==> config.mk <==
export PLATFORM = sky130hd
export DESIGN_NAME = pwm_reload_chan
export DESIGN_NICKNAME = d
export VERILOG_FILES = /design/src/rtl/pwm_reload_chan.sv
export SDC_FILE = /design/constraint.sdc
export NUM_CORES = 1
export LEC_CHECK = 0
export BUFFER_PORTS_ARGS = -buffer_cell sky130_fd_sc_hd__buf_2
export CORE_ASPECT_RATIO = 2
export CORE_MARGIN = 2
export CORE_UTILIZATION = 24
export DETAILED_ROUTE_END_ITERATION = 6
export PLACE_DENSITY_LB_ADDON = 0.25
export SYNTH_ARGS = -nofsm -noshare
export SYNTH_HDL_FRONTEND = slang
export SYNTH_SLANG_ARGS = --single-unit
==> constraint.sdc <==
create_clock -name clk -period 2.7 [get_ports clk]
set_clock_uncertainty 0.2 [all_clocks]
set_input_delay 0.27 -clock clk [delete_from_list [all_inputs] [get_ports clk]]
set_output_delay 0.27 -clock clk [all_outputs]
set_load 0.005 [all_outputs]
==> src/rtl/pwm_reload_chan.sv <==
module pwm_reload_chan #(
  parameter int DW = 8,
  parameter int AW = 3
) (
  input  logic          clk,
  input  logic          rst_n,
  input  logic          tick,
  input  logic          wr_en,
  input  logic          rd_en,
  input  logic [AW-1:0] addr,
  input  logic [DW-1:0] wdata,
  output logic [DW-1:0] rdata,
  output logic          pwm_out,
  output logic          irq
);
  localparam logic [AW-1:0] A_WIDTH  = AW'(0);
  localparam logic [AW-1:0] A_IVAL   = AW'(1);
  localparam logic [AW-1:0] A_PERIOD = AW'(2);
  localparam logic [AW-1:0] A_CFG    = AW'(3);
  localparam logic [AW-1:0] A_STAT   = AW'(4);

  logic [DW-1:0] shadow, active, ival, period, cnt, pcnt, hi;
  logic [2:0]    cfg;
  logic          flag;

  wire bnd    = tick && (cnt >= period);
  wire setev  = bnd && (pcnt >= ival) && cfg[2];
  wire rd_st  = rd_en && (addr == A_STAT);

  always_ff @(posedge clk) begin
    if (!rst_n) begin
      shadow <= '0;
      active <= '0;
      ival   <= '0;
      period <= '0;
      cfg    <= '0;
      cnt    <= '0;
      pcnt   <= '0;
      flag   <= 1'b0;
    end else begin
      if (wr_en) begin
        case (addr)
          A_WIDTH:  shadow <= wdata;
          A_IVAL:   ival   <= wdata;
          A_PERIOD: period <= wdata;
          A_CFG:    cfg    <= wdata[2:0];
          default: ;
        endcase
      end
      if (tick) cnt <= bnd ? '0 : cnt + 1'b1;
      if (bnd) begin
        active <= shadow;
        pcnt   <= (pcnt >= ival) ? '0 : pcnt + 1'b1;
      end
      if (setev)      flag <= 1'b1;
      else if (rd_st) flag <= 1'b0;
    end
  end

  assign hi      = active >> (2'd3 - cfg[1:0]);
  assign pwm_out = cnt < hi;
  assign irq     = flag;

  always_comb begin
    case (addr)
      A_WIDTH:  rdata = shadow;
      A_IVAL:   rdata = ival;
      A_PERIOD: rdata = period;
      A_CFG:    rdata = {{(DW-3){1'b0}}, cfg};
      A_STAT:   rdata = {{(DW-1){1'b0}}, flag};
      default:  rdata = '0;
    endcase
  end

  assert_active_at_boundary_R6: assert property (@(posedge clk) disable iff (!rst_n)
    !$stable(active) |-> $past(bnd));
  assert_hold_without_tick_R12: assert property (@(posedge clk) disable iff (!rst_n)
    !tick |=> $stable(cnt));
  assert_irq_rise_at_boundary_R8: assert property (@(posedge clk) disable iff (!rst_n)
    $rose(irq) |-> $past(bnd && cfg[2]));
  assert_read_clears_R10: assert property (@(posedge clk) disable iff (!rst_n)
    (rd_st && !setev) |=> !irq);
  assert_set_beats_clear_R11: assert property (@(posedge clk) disable iff (!rst_n)
    (rd_st && setev) |=> irq);
endmodule

# Word level (Yosys, flattened, before mapping)
# Cells that the tools add are included.
# op_classes
add_sub_neg	3
magnitude_cmp	3
n_eq_ne	4
shift	1
mux	5
n_reduce_logical	10
# op_table
cell	count
case mux 8 bit (5 select lines)	1
adder 8 x 1 -> 8 bit, second input constant	2
>= comparator 8 bit	2
2-to-1 mux 8 bit	2
less-than comparator 8 bit	1
AND reduction 2 bit	4
>> shifter 8 x 2 -> 8 bit	1
equality test 3 x 2 -> 1 bit, second input constant	2
logical AND 1 bit	4
equality test 3 x 1 -> 1 bit, second input constant	1
equality test 3 bit, second input constant	1
logical NOT 3 bit	1
2-to-1 mux 1 bit	2
nonzero test 2 bit	1
subtractor 2 bit, first input constant	1
# totals
ff_bits	52
input_bits	16
out_inout_bits	10
elab_cells	34

# Depth between registers and ports, before layout
# depth
depth_word	5
mapped_depth	10
depth_no_buf	9

# Worst setup path after synthesis
# OpenSTA, ideal clock, no wires.
# synth_path
kind	reg-to-output
start	register cfg[1]
end	output port pwm_out
arrival_ps	2007
t_required_ps	2230
slack_ps	223
stages_incl_launch_ff	9
cell_sequence	dfxtp_1 -> clkbuf_1 -> mux2_2 -> a21oi_1 -> ha_1 -> a21o_1 -> a21o_1 -> a21oi_1 -> o21a_1
# synth_via
elab_chain_cells	3
# synth_lines
item	line_no	text
start: declaration	23	logic [2:0] cfg;
start signal: assignment	46	A_CFG: cfg <= wdata[2:0];
subtractor 2 bit	60	assign hi = active >> (2'd3 - cfg[1:0]);
>> shifter 8 x 2 -> 8 bit	60	
less-than comparator 8 bit	61	assign pwm_out = cnt < hi;
end: declaration	13	output logic pwm_out,
# Every way passes these cells.

# Worst setup path in the final report
# Ends and elaborated chain as after synthesis.

==> out/results.txt <==
Status: finished, final reports clean
FF+latch count, synth: 52
Post-Syn Instances: 388
Dpl hpwl: 7290 µm
Drt total wl: 9030 µm
H-tree depth: 2
Asr flop ratio synth: 0%
EDFF count, synth: 0
Clock latency on the worst-skew pair: 0.30 ns
Switch share: 26.9%
Cell depth of the worst setup path: 8
Vias per inst: 4.87
Dpl cell area: 3480 µm²
Final #Nets: 454
Complex-gate fraction of the synthesized area: 18.3%
Fin crit period: 2.64 ns
Post-synthesis mux area share: 8.30%
Drt wl/cell: 16.0 µm
Vias: 2754
CTS sink cnt: 52
Reg2reg setup slack: 0.43 ns
CTS Root Cell: clkbuf_16
Die ar.: 14200 µm²
FF-to-FF path depth: 7
DR pass1 iterations: 4
Cell variety after synth: 52
Clk pwr share: 41.6%
Maximum root-to-sink buffer count: 2
Initial core utilization: 24.5%
Inserted Diodes: 0
Synth Flop Type: dfxtp_1
Input/output buffers: 25
Leakage power: 1.39 nW
Residual DRC: 0
Synth Cell Area: 3170 µm²
I/O Pins: 26
XOR/XNOR Fraction of Synth Area: 1.38%
Setup crit end kind: primary output
Initial antenna violation count: 0
Worst min path class: in2reg
Post-synthesis simple-gate area fraction: 24.3%
Slew @ Worst Pin: 0.583 ns
Crit-path max FO: 5
Startpoint types: flip-flop
Crit-path max cell delay: 0.39 ns
Final ANT Viol Nets: 0
CTS buffer count: 5
# setup viols final: 0
Largest net degree at the start of global routing: 35
Row count: 59
Max-Slew Margin vs Limit: 61.0%
Setup CP Type: reg2out
Routability Congestion: 0.848
CORE AREA: 12900 µm²
Syn_area_per_cell: 8.16 µm²
Combinational share of power: 9.9%
Internal: 0.00119 W
Main combinational cell family by area after synthesis: simple AND/OR/NAND/NOR gates
Fin. Hold Viols: 0
Max Transition Viols Final: 0
Critical Path RT: 2.23 ns
Vias in the first global route: 2784
Final period utilization: 97.9%
RSZ-0062 raised after global routing: no
GRT overflow: 0
Final design instance area without fill: 3660 µm²
Hold path depth: 3
Sequential power share: 48.5%
Ratio of cells with drive above 1 in the final layout: 15.0%
P_sw: 0.000438 W
Net Count, Synth: 429
Final setup TNS: 0 ns
Adder-Cell Fraction of Synth Area: 9.88%
Power Density: 445 nW/µm²
GR Util All Layers: 13.1%
Max_cap viols: 0
Yosys warning count: 0
Sequential element share of the synthesized area: 32.9%
Largest delay contributor family on the critical path: compound AO/OA/AOI/OAI gates
Crit path DAT: 2.17 ns
Wire length of the first global-routing pass: 14500 µm
CTS tree: done
Worst VDD drop: 0.362 mV
Fmax: 0.378 GHz
Synth-to-layout area growth: 15.6%
Die W: 85.2 µm
Worst-path clk slew: 0.07 ns
Slowest-stage cell, CP: dfxtp_4
Drt initial violations: 85
DIE HEIGHT: 166 µm
Crit path buf inv count: 1
Fill count: 1377
Crit-path cells: mux2_4 -> a21oi_2 -> ha_1 -> a21o_1 -> a21o_1 -> a21oi_2 -> o21a_1 -> buf_2
## state kept, by name, indices dropped and copies added (netlist names)
signal / count
active: 8
cfg: 3
cnt: 8
irq: 1
ival: 8
pcnt: 8
period: 8
shadow: 8
## power groups by stage
stage                     clock network, W  logic [W]  registers [W]
after floorplan                          0   0.000104       0.000803
after global placement                   0   0.000163       0.000808
after detailed placement                 0   0.000163       0.000809
after CTS                         0.000699   0.000164       0.000790
after global routing              0.000729   0.000178       0.000792
final                             0.000677   0.000162       0.000790
## layout by cell type, fill, tap and decap left out, types with 2 or more instances in the layout
cell,synthesis,routed
nor2b_1,7,7
a21boi_0,24,24
mux2i_1,15,15
nand3_1,12,12
and2_1,7,7
a21oi_2,1,4
xor2_1,3,3
nand4_1,8,8
xnor2_1,2,2
a21o_1,7,7
nand2_1,83,83
nand2b_1,2,2
and4_1,3,3
nor2_1,23,23
buf_4,1,9
nor3_1,7,7
mux4_2,4,4
o21a_1,3,3
a21oi_1,15,12
a211oi_1,2,2
ha_1,25,25
a21boi_1,8,8
buf_2,4,25
inv_1,23,23
o21ai_0,5,5
clkbuf_16,0,5
dfxtp_1,52,50
o22ai_1,2,2
nor3b_1,2,2
clkinv_4,0,2
and3_1,4,4
## repair_timing
item	in CTS	in global routing
setup endpoints to repair	1	1
buffers inserted	1	0
pin swaps	0	4
hold buffers	0	0
gates resized for setup	3	5
## worst min-delay path, cell delays in order
cell	delay, ns
buf_2	0.12
nand2_1	0.05
a21boi_0	0.06
## worst paths after layout
path | from | to
worst max register to register | period[7]$_SDFFE_PN0P_ | pcnt[0]$_SDFFE_PN0N_
worst max-delay path | cfg[1]$_SDFFE_PN0P_ | pwm_out
worst min-delay path | wdata[3] | shadow[3]$_SDFFE_PN0P_
worst min register to register | active[0]$_SDFFE_PN0N_ | active[0]$_SDFFE_PN0N_
## Yosys cell counts, types with 2 or more instances
library cell,n,area (µm²)
nand3_1,12,60.1
a21boi_0,24,180
nor3b_1,2,15.0
ha_1,25,313
mux2_2,2,22.5
a21oi_1,15,75.1
inv_1,23,86.3
a211oi_1,2,15.0
and3_1,4,25.0
and2_1,7,43.8
nand2_1,83,312
dfxtp_1,52,1040
a21o_1,7,52.6
xnor2_1,2,17.5
mux4_2,4,90.1
o21ai_0,5,25.0
nand2b_1,2,12.5
mux2i_1,15,150
a21boi_1,8,60.1
xor2_1,3,26.3
o21a_1,3,22.5
nor2_1,23,86.3
nor3_1,7,35.0
and4_1,3,26.3
clkbuf_1,11,41.3
nor2b_1,7,43.8
buf_2,4,20.0
nand4_1,8,50.1
o22ai_1,2,12.5
## per-layer routing
metal / part of all wire (%) / up-vias / track usage, %
met2: 56 / 53 / 24.7
met5: 0 / - / 0
met1: 37 / 1286 / 13.4
met3: 2.3 / 18 / 1.59
li1: - / 1397 / -
met4: 3.9 / 0 / 7.32
## logic make-up (layout without fill, tap and decap cells)
kind of cell             after synthesis  count (layout)
AO/OA/AOI/OAI                         80              80
XOR/XNOR                               5               5
buffers and inverters                 40              66
AND/OR/NAND/NOR                      165             165
flip-flops                            52              52
multiplexers                          21              21
adder cells (fa/ha/maj)               25              25
## through the flow
step / setup WS (ns) / util [%] / std cells / total power [W] / hold slack, ns
3_5_place_dp: 0.165 / 26.9 / 557 / 0.000972 / 0.257
6_report: 0.0557 / 28.3 / 566 / 0.00163 / 0.0421
2_1_floorplan: 0.223 / - / 388 / 0.000907 / 0.215
5_1_grt: 0.00419 / 28.3 / 566 / 0.00170 / 0.0558
4_1_cts: 0.00292 / 28.2 / 566 / 0.00165 / 0.0424
3_3_place_gp: 0.216 / 26.9 / 557 / 0.000971 / 0.259
## cell type report
cell class                 count  area (µm²)  area share, %
clock buffer                   5         125           3.42
clock inverter                 3        26.3          0.718
inverter                      23        86.3           2.36
multi-input combinational    296        1980           54.2
sequential                    52        1050           28.6
tap                          152         190           5.20
timing repair buffer          35         204           5.57
Power figures use the tool's default switching activity.
